File: src/rtl/evt_pkg.sv
package evt_pkg;
  localparam int NUM_FLAGS = 5;
  localparam int FLG_TMR0  = 0;
  localparam int FLG_TMR1  = 1;
  localparam int FLG_TXE   = 2;
  localparam int FLG_RXR   = 3;
  localparam int FLG_TCH   = 4;

  localparam logic [2:0] ADR_STATUS = 3'd0;
  localparam logic [2:0] ADR_ENABLE = 3'd1;
  localparam logic [2:0] ADR_RXDAT  = 3'd2;
  localparam logic [2:0] ADR_TXDAT  = 3'd3;
  localparam logic [2:0] ADR_TOUCH  = 3'd4;

  localparam logic [NUM_FLAGS-1:0] FLAG_RST = 5'b00100;
endpackage

File: src/rtl/evt_flag_bank.sv
module evt_flag_bank #(
  parameter int N = 5,
  parameter logic [N-1:0] RST_VAL = '0
) (
  input  logic         clk,
  input  logic         rst,
  input  logic [N-1:0] set,
  input  logic [N-1:0] clr,
  output logic [N-1:0] flags
);
  for (genvar i = 0; i < N; i++) begin : g_flag
    always_ff @(posedge clk) begin
      if (rst)         flags[i] <= RST_VAL[i];
      else if (set[i]) flags[i] <= 1'b1;
      else if (clr[i]) flags[i] <= 1'b0;
    end

    // set takes priority over a clearing access
    a_r8_set_wins: assert property (@(posedge clk) disable iff (rst)
      set[i] |=> flags[i]);
    // a clearing access without a set empties the flag
    a_r2_clear_takes: assert property (@(posedge clk) disable iff (rst)
      (clr[i] && !set[i]) |=> !flags[i]);
  end
endmodule

File: src/rtl/evt_irq_gen.sv
module evt_irq_gen #(
  parameter int N = 5
) (
  input  logic         clk,
  input  logic         rst,
  input  logic [N-1:0] flags,
  input  logic [N-1:0] enable,
  output logic         irq
);
  always_ff @(posedge clk) begin
    if (rst) irq <= 1'b0;
    else     irq <= |(flags & enable);
  end

  a_r10_irq_rises: assert property (@(posedge clk) disable iff (rst)
    (|(flags & enable)) |=> irq);
  a_r10_irq_falls: assert property (@(posedge clk) disable iff (rst)
    !(|(flags & enable)) |=> !irq);
endmodule

File: src/rtl/evt_bus_regs.sv
module evt_bus_regs
  import evt_pkg::*;
#(
  parameter int ADDR_W = 3,
  parameter int DATA_W = 16,
  parameter int RX_W   = 8,
  parameter int POS_W  = 16
) (
  input  logic                 clk,
  input  logic                 rst,
  input  logic [ADDR_W-1:0]    bus_addr,
  input  logic                 bus_rd,
  input  logic                 bus_wr,
  input  logic [DATA_W-1:0]    bus_wdata,
  output logic [DATA_W-1:0]    bus_rdata,
  input  logic [NUM_FLAGS-1:0] flags,
  input  logic                 rx_valid,
  input  logic [RX_W-1:0]      rx_byte,
  input  logic                 touch_evt,
  input  logic [POS_W-1:0]     touch_pos,
  output logic [NUM_FLAGS-1:0] clr,
  output logic [NUM_FLAGS-1:0] enable,
  output logic [RX_W-1:0]      tx_data,
  output logic                 tx_load
);
  logic [RX_W-1:0]  rx_q;
  logic [POS_W-1:0] pos_q;
  logic rd_status, rd_rx, rd_touch, wr_en, wr_tx;
  logic unused_wdata;

  assign unused_wdata = ^bus_wdata[DATA_W-1:RX_W];
  assign rd_status = bus_rd && (bus_addr == ADR_STATUS);
  assign rd_rx     = bus_rd && (bus_addr == ADR_RXDAT);
  assign rd_touch  = bus_rd && (bus_addr == ADR_TOUCH);
  assign wr_en     = bus_wr && (bus_addr == ADR_ENABLE);
  assign wr_tx     = bus_wr && (bus_addr == ADR_TXDAT);

  always_comb begin
    clr = '0;
    clr[FLG_TMR0] = rd_status;
    clr[FLG_TMR1] = rd_status;
    clr[FLG_TXE]  = wr_tx;
    clr[FLG_RXR]  = rd_rx;
    clr[FLG_TCH]  = rd_touch;
  end

  always_ff @(posedge clk) begin
    if (rst) begin
      enable  <= '0;
      rx_q    <= '0;
      pos_q   <= '0;
      tx_data <= '0;
      tx_load <= 1'b0;
    end else begin
      if (wr_en)     enable  <= bus_wdata[NUM_FLAGS-1:0];
      if (rx_valid)  rx_q    <= rx_byte;
      if (touch_evt) pos_q   <= touch_pos;
      if (wr_tx)     tx_data <= bus_wdata[RX_W-1:0];
      tx_load <= wr_tx;
    end
  end

  always_ff @(posedge clk) begin
    if (rst || !bus_rd) bus_rdata <= '0;
    else begin
      case (bus_addr)
        ADR_STATUS: bus_rdata <= DATA_W'(flags);
        ADR_ENABLE: bus_rdata <= DATA_W'(enable);
        ADR_RXDAT:  bus_rdata <= DATA_W'(rx_q);
        ADR_TOUCH:  bus_rdata <= DATA_W'(pos_q);
        default:    bus_rdata <= '0;
      endcase
    end
  end

  // a transmit write produces the strobe and byte one cycle later
  a_r4_tx_strobe: assert property (@(posedge clk) disable iff (rst)
    wr_tx |=> (tx_load && tx_data == $past(bus_wdata[RX_W-1:0])));
  // no read issued means zero read data
  a_r11_idle_zero: assert property (@(posedge clk) disable iff (rst)
    !bus_rd |=> (bus_rdata == '0));
endmodule

File: src/rtl/evt_status_regs.sv
module evt_status_regs
  import evt_pkg::*;
#(
  parameter int ADDR_W = 3,
  parameter int DATA_W = 16,
  parameter int RX_W   = 8,
  parameter int POS_W  = 16
) (
  input  logic              clk,
  input  logic              rst,
  input  logic [ADDR_W-1:0] bus_addr,
  input  logic              bus_rd,
  input  logic              bus_wr,
  input  logic [DATA_W-1:0] bus_wdata,
  output logic [DATA_W-1:0] bus_rdata,
  input  logic [1:0]        tmr_ovf,
  input  logic              rx_valid,
  input  logic [RX_W-1:0]   rx_byte,
  input  logic              tx_done,
  input  logic              touch_evt,
  input  logic [POS_W-1:0]  touch_pos,
  output logic [RX_W-1:0]   tx_data,
  output logic              tx_load,
  output logic              irq
);
  logic [NUM_FLAGS-1:0] set, clr, flags, enable;

  assign set = {touch_evt, rx_valid, tx_done, tmr_ovf[1], tmr_ovf[0]};

  evt_flag_bank #(.N(NUM_FLAGS), .RST_VAL(FLAG_RST)) u_flags (
    .clk(clk), .rst(rst), .set(set), .clr(clr), .flags(flags));

  evt_bus_regs #(.ADDR_W(ADDR_W), .DATA_W(DATA_W), .RX_W(RX_W), .POS_W(POS_W)) u_regs (
    .clk(clk), .rst(rst), .bus_addr(bus_addr), .bus_rd(bus_rd), .bus_wr(bus_wr),
    .bus_wdata(bus_wdata), .bus_rdata(bus_rdata), .flags(flags),
    .rx_valid(rx_valid), .rx_byte(rx_byte), .touch_evt(touch_evt),
    .touch_pos(touch_pos), .clr(clr), .enable(enable),
    .tx_data(tx_data), .tx_load(tx_load));

  evt_irq_gen #(.N(NUM_FLAGS)) u_irq (
    .clk(clk), .rst(rst), .flags(flags), .enable(enable), .irq(irq));

  // a write to the status word alters no flag
  a_r7_status_write_ignored: assert property (@(posedge clk) disable iff (rst)
    (bus_wr && bus_addr == ADR_STATUS && set == '0) |=> $stable(flags));
  // a status read keeps the non-timer flags
  a_r6_status_read_keeps: assert property (@(posedge clk) disable iff (rst)
    (bus_rd && bus_addr == ADR_STATUS) |=> (flags[4:2] >= $past(flags[4:2])));
endmodule

File: config.mk
export PLATFORM = sky130hd
export DESIGN_NAME = evt_status_regs
export DESIGN_NICKNAME = d
export VERILOG_FILES = /design/src/rtl/evt_pkg.sv /design/src/rtl/evt_flag_bank.sv /design/src/rtl/evt_irq_gen.sv /design/src/rtl/evt_bus_regs.sv /design/src/rtl/evt_status_regs.sv
export SDC_FILE = /design/constraint.sdc
export NUM_CORES = 1
export LEC_CHECK = 0
export BUFFER_PORTS_ARGS = -buffer_cell sky130_fd_sc_hd__buf_4
export CAP_MARGIN = 20
export CORE_ASPECT_RATIO = 0.75
export CORE_MARGIN = 8
export CORE_UTILIZATION = 31
export CTS_CLUSTER_DIAMETER = 150
export DETAILED_ROUTE_END_ITERATION = 12
export PLACE_DENSITY_LB_ADDON = 0.25
export SLEW_MARGIN = 20
export SYNTH_ARGS = -nofsm -noshare
export SYNTH_HDL_FRONTEND = slang
export SYNTH_SLANG_ARGS = --single-unit
File: constraint.sdc
create_clock -name clk -period 1.3 [get_ports clk]
set_input_delay 0.26 -clock clk [delete_from_list [all_inputs] [get_ports clk]]
set_output_delay 0.26 -clock clk [all_outputs]
set_load 0.01 [all_outputs]
==> load_flow_metrics.sql <==
INSERT INTO impl_metrics (metric_group, metric, value, unit) VALUES
('timing', 'fin_worst_skew', '0.007782', 'ns'),
('synth', 'synth_area_per_cell', '10.06', 'sq um'),
('die', 'initial_utilization', '32.23', '%'),
('clock_tree', 'clk_transition_reported_paths', '0.07', 'ns'),
('global_route', 'total_global_route_track_usage', '12.02', '%'),
('pwr', 'p_leak', '1.390', 'nW'),
('synth', 'yosys-top-cells-count', '60 x dfxtp_1, 39 x nor2_1, 29 x mux2i_1', ''),
('worst_setup_path', 'cp.arrival', '0.80', 'ns'),
('timing', 'tightest_slew', '0.3638', 'ns'),
('clock_tree', 'cts.repair.resized', '0', ''),
('timing', 'report.final.hold_viol_count', '0', ''),
('timing', 'period_needed', '1.064', 'ns'),
('routing', 'routed_wire_length_per_instance', '15.03', 'microns'),
('synth', 'synth.yosys.warnings', '0', ''),
('timing', 'slew_headroom', '75.58', '%'),
('synth', 'yosys-top-cells-area', 'dfxtp_1 55%, mux2i_1 13%, nor2_1 6.6%, a21oi_1 4.1%, nand2_1 3.8%', ''),
('worst_setup_path', 'setup.worst_path.class', 'flop to primary output', ''),
('routing', 'detailedRoute.firstPassIterationCount', '4', ''),
('die', 'row_count', '26', ''),
('die', 'core_area', '0.006832', 'sq mm'),
('hold_path', 'hold_class', 'input port to flop', ''),
('layout', 'final_layout_size_suffix_gt1_share', '33.00', '%'),
('global_route', 'overflow', '0', ''),
('synth', 'ys_ff_latch', '60', ''),
('timing', 'rsz0062_at_grt', 'false', ''),
('die', 'fp.dieH', '88.99', 'microns'),
('timing', 'totalNegativeSetupSlack', '0', 'ns'),
('worst_setup_path', 'critical_path.cell_chain', 'buf_4', ''),
('clock_tree', 'clkLatencyLatePin', '0.34', 'ns'),
('synth', 'synth.lib_cells_used.distinct', '26', ''),
('clock_tree', 'tritoncts_clock_tree', 'done', ''),
('global_route', 'maximum_number_of_pins_on_one_net_before_global_route_repair', '22', ''),
('job', 'drv.max_cap_violation_count', '0', ''),
('synth', 'synth_enable_flop_cells', '0', ''),
('layout', 'net_count_final', '347', ''),
('clock_tree', 'tritoncts.num_buffers', '9', ''),
('global_route', 'grt_pass1_vias', '1753', ''),
('routing', 'avgViaCountPerCell', '4.656', ''),
('timing', 'max_freq', '940.0', 'MHz'),
('worst_setup_path', 'setup.worst_path.start_class', 'flop', ''),
('synth', 'seq_area_frac_synth', '54.55', '%'),
('pwr', 'irDropWorstVdd', '0.6788', 'mV'),
('worst_setup_path', 'critPathRequiredTime', '1.04', 'ns'),
('placed_design', 'place.detailed.hpwl', '4197', 'microns'),
('placed_design', 'gpl.final_weighted_congestion', '0.7872', ''),
('clock_tree', 'htreeDepth', '3', ''),
('synth', 'synth_cell_area', '0.002202', 'sq mm'),
('status', 'run_status', 'completed', ''),
('synth', 'synthMostInstantiatedCell', 'dfxtp_1', ''),
('worst_setup_path', 'critical_path_buf_inv_count', '1', ''),
('synth', 'synth-main-ff-cell', 'dfxtp_1', ''),
('routing', 'ant_nets', '0', ''),
('placed_design', 'numPortBuffers', '69', ''),
('die', 'dieArea', '0.01008', 'sq mm'),
('timing', 'timing.final.setup_violations', '0', ''),
('clock_tree', 'cts-hold-fix-buffers', '0', ''),
('synth', 'synth_async_sr_flop_share', '0', '%'),
('worst_setup_path', 'worst_path_dominant_cell_family', 'flip-flops', ''),
('worst_setup_path', 'highest_delay_cell_along_the_critical_path', 'dfxtp_1', ''),
('worst_setup_path', 'critPathMaxStageDelay', '0.34', 'ns'),
('worst_setup_path', 'critical_path.max_fanout', '2', ''),
('clock_tree', 'cts_root_buf', 'clkbuf_8', ''),
('routing', 'detail_route.wirelength', '5771', 'microns'),
('routing', 'drt-initial-drc-count', '100', ''),
('routing', 'route.detailed.drc', '0', ''),
('clock_tree', 'cts.repair_timing.setup_buffer_count', '0', ''),
('pwr', 'power.density_cell_area', '1397', 'mW/mm^2'),
('die', 'pin_count', '78', ''),
('layout', 'area_grow_syn2layout', '39.15', '%'),
('global_route', 'grt_first_pass_wirelength', '9211', 'microns'),
('synth', 'synth.top_cell.area_share', '54.55', '%'),
('layout', 'utilization', '44.85', '%'),
('worst_setup_path', 'worstSetupEndpointType', 'primary output', ''),
('timing', 'final_max_slew_viol_count', '0', ''),
('die', 'floorplan.die.width', '113.3', 'microns'),
('synth', 'synthDominantAreaCellType', 'dfxtp_1', ''),
('synth', 'netlist_instances', '219', ''),
('synth', 'syn_nets', '271', ''),
('global_route', 'antenna_violations_before_repair', '0', ''),
('routing', 'vias', '1788', ''),
('clock_tree', 'cts_num_sinks', '60', ''),
('timing', 'layout_worst_path_cycle_share', '81.83', '%'),
('clock_tree', 'cts_max_path_buffers', '2', ''),
('layout', 'insertedDiodeCount', '0', '');
flip-flops by register name, summed over array words and instances, names as in the netlist:
name	count
u_regs.bus_rdata	16
u_regs.pos_q	16
u_regs.rx_q	8
u_regs.tx_data	8
u_flags.flags	5
u_regs.enable	5
u_irq.irq	1
u_regs.tx_load	1
worst reg2reg max path, stage by stage, from the launching register on:
cell	delay (ns)
dfxtp_1	0.33
a222oi_1	0.38
a21oi_1	0.13
final cells by class:
cell class | instances | area, sq um
fillers | 693 | 3767
multi-input cells | 143 | 922.1
flip-flops and latches | 60 | 1201
clock buffers | 11 | 131.4
clock inverters | 5 | 100.1
inverters | 1 | 3.754
well taps | 84 | 105.1
repair buffers | 80 | 600.6
layout by cell type (no fill, tap or decap), drive strengths merged, types with 4 or more instances in the layout:
cell	count
a22oi	4
and3	8
dfxtp	60
mux2	5
clkbuf	11
a32oi	5
buf	80
nand2	22
a21oi	18
nor2	39
mux2i	29
cell families (layout without fill, tap and decap cells):
kind of cell	after synthesis	in the layout	synth area share, %
muxes	34	34	15.74
and+or+nand+nor	78	78	17.22
DFF	60	60	54.55
AOI/OAI and AO/OA	31	31	8.921
buffers and inverters	16	97	3.580
power by group:
group / switching, mW / leakage, nW / total [mW] / internal, mW
clock network: 0.705 / 0.117 / 1.97 / 1.27
logic: 0.166 / 0.782 / 0.363 / 0.197
registers: 0.0390 / 0.490 / 1.95 / 1.91
total: 0.910 / 1.39 / 4.28 / 3.37
path summary, 6_finish.rpt:
| path | from | to | slack [ns] | depth (start not counted) |
|---|---|---|---|---|
| max | u_regs.tx_data[0]$_SDFFE_PP0P_ | tx_data[0] | 0.24 | 1 |
| min | tx_done | u_flags.flags[2]$_SDFFE_PP1P_ | 0.10 | 2 |
| max reg2reg | u_flags.flags[4]$_SDFFE_PP0P_ | u_irq.irq$_SDFF_PP0_ | 0.33 | 2 |
| min reg2reg | u_regs.tx_data[7]$_SDFFE_PP0P_ | u_regs.tx_data[7]$_SDFFE_PP0P_ | 0.46 | 2 |
through the flow:
stage | cells | area (sq um) | power (mW) | setup WS (ns) | hold slack (ns)
detailed placement | 368 | 2833 | 2.351 | 0.03094 | 0.4464
CTS | 384 | 3064 | 4.334 | 0.2232 | 0.08904
global route | 384 | 3064 | 4.489 | 0.1703 | 0.09530
global placement | 368 | 2833 | 2.343 | 0.04165 | 0.4433
finish | 384 | 3064 | 4.281 | 0.2362 | 0.1008
floorplan | 219 | 2202 | 2.167 | 0.08571 | 0.3544
routing by layer:
metal,vias up,track usage (%),share of wire (%)
met4,0,2.892,0.28
met2,75,16.86,41
met5,-,0,0
li1,908,-,-
met3,2,7.962,13
met1,803,14.78,46
Note: power is estimated with default switching activity, not from simulation.
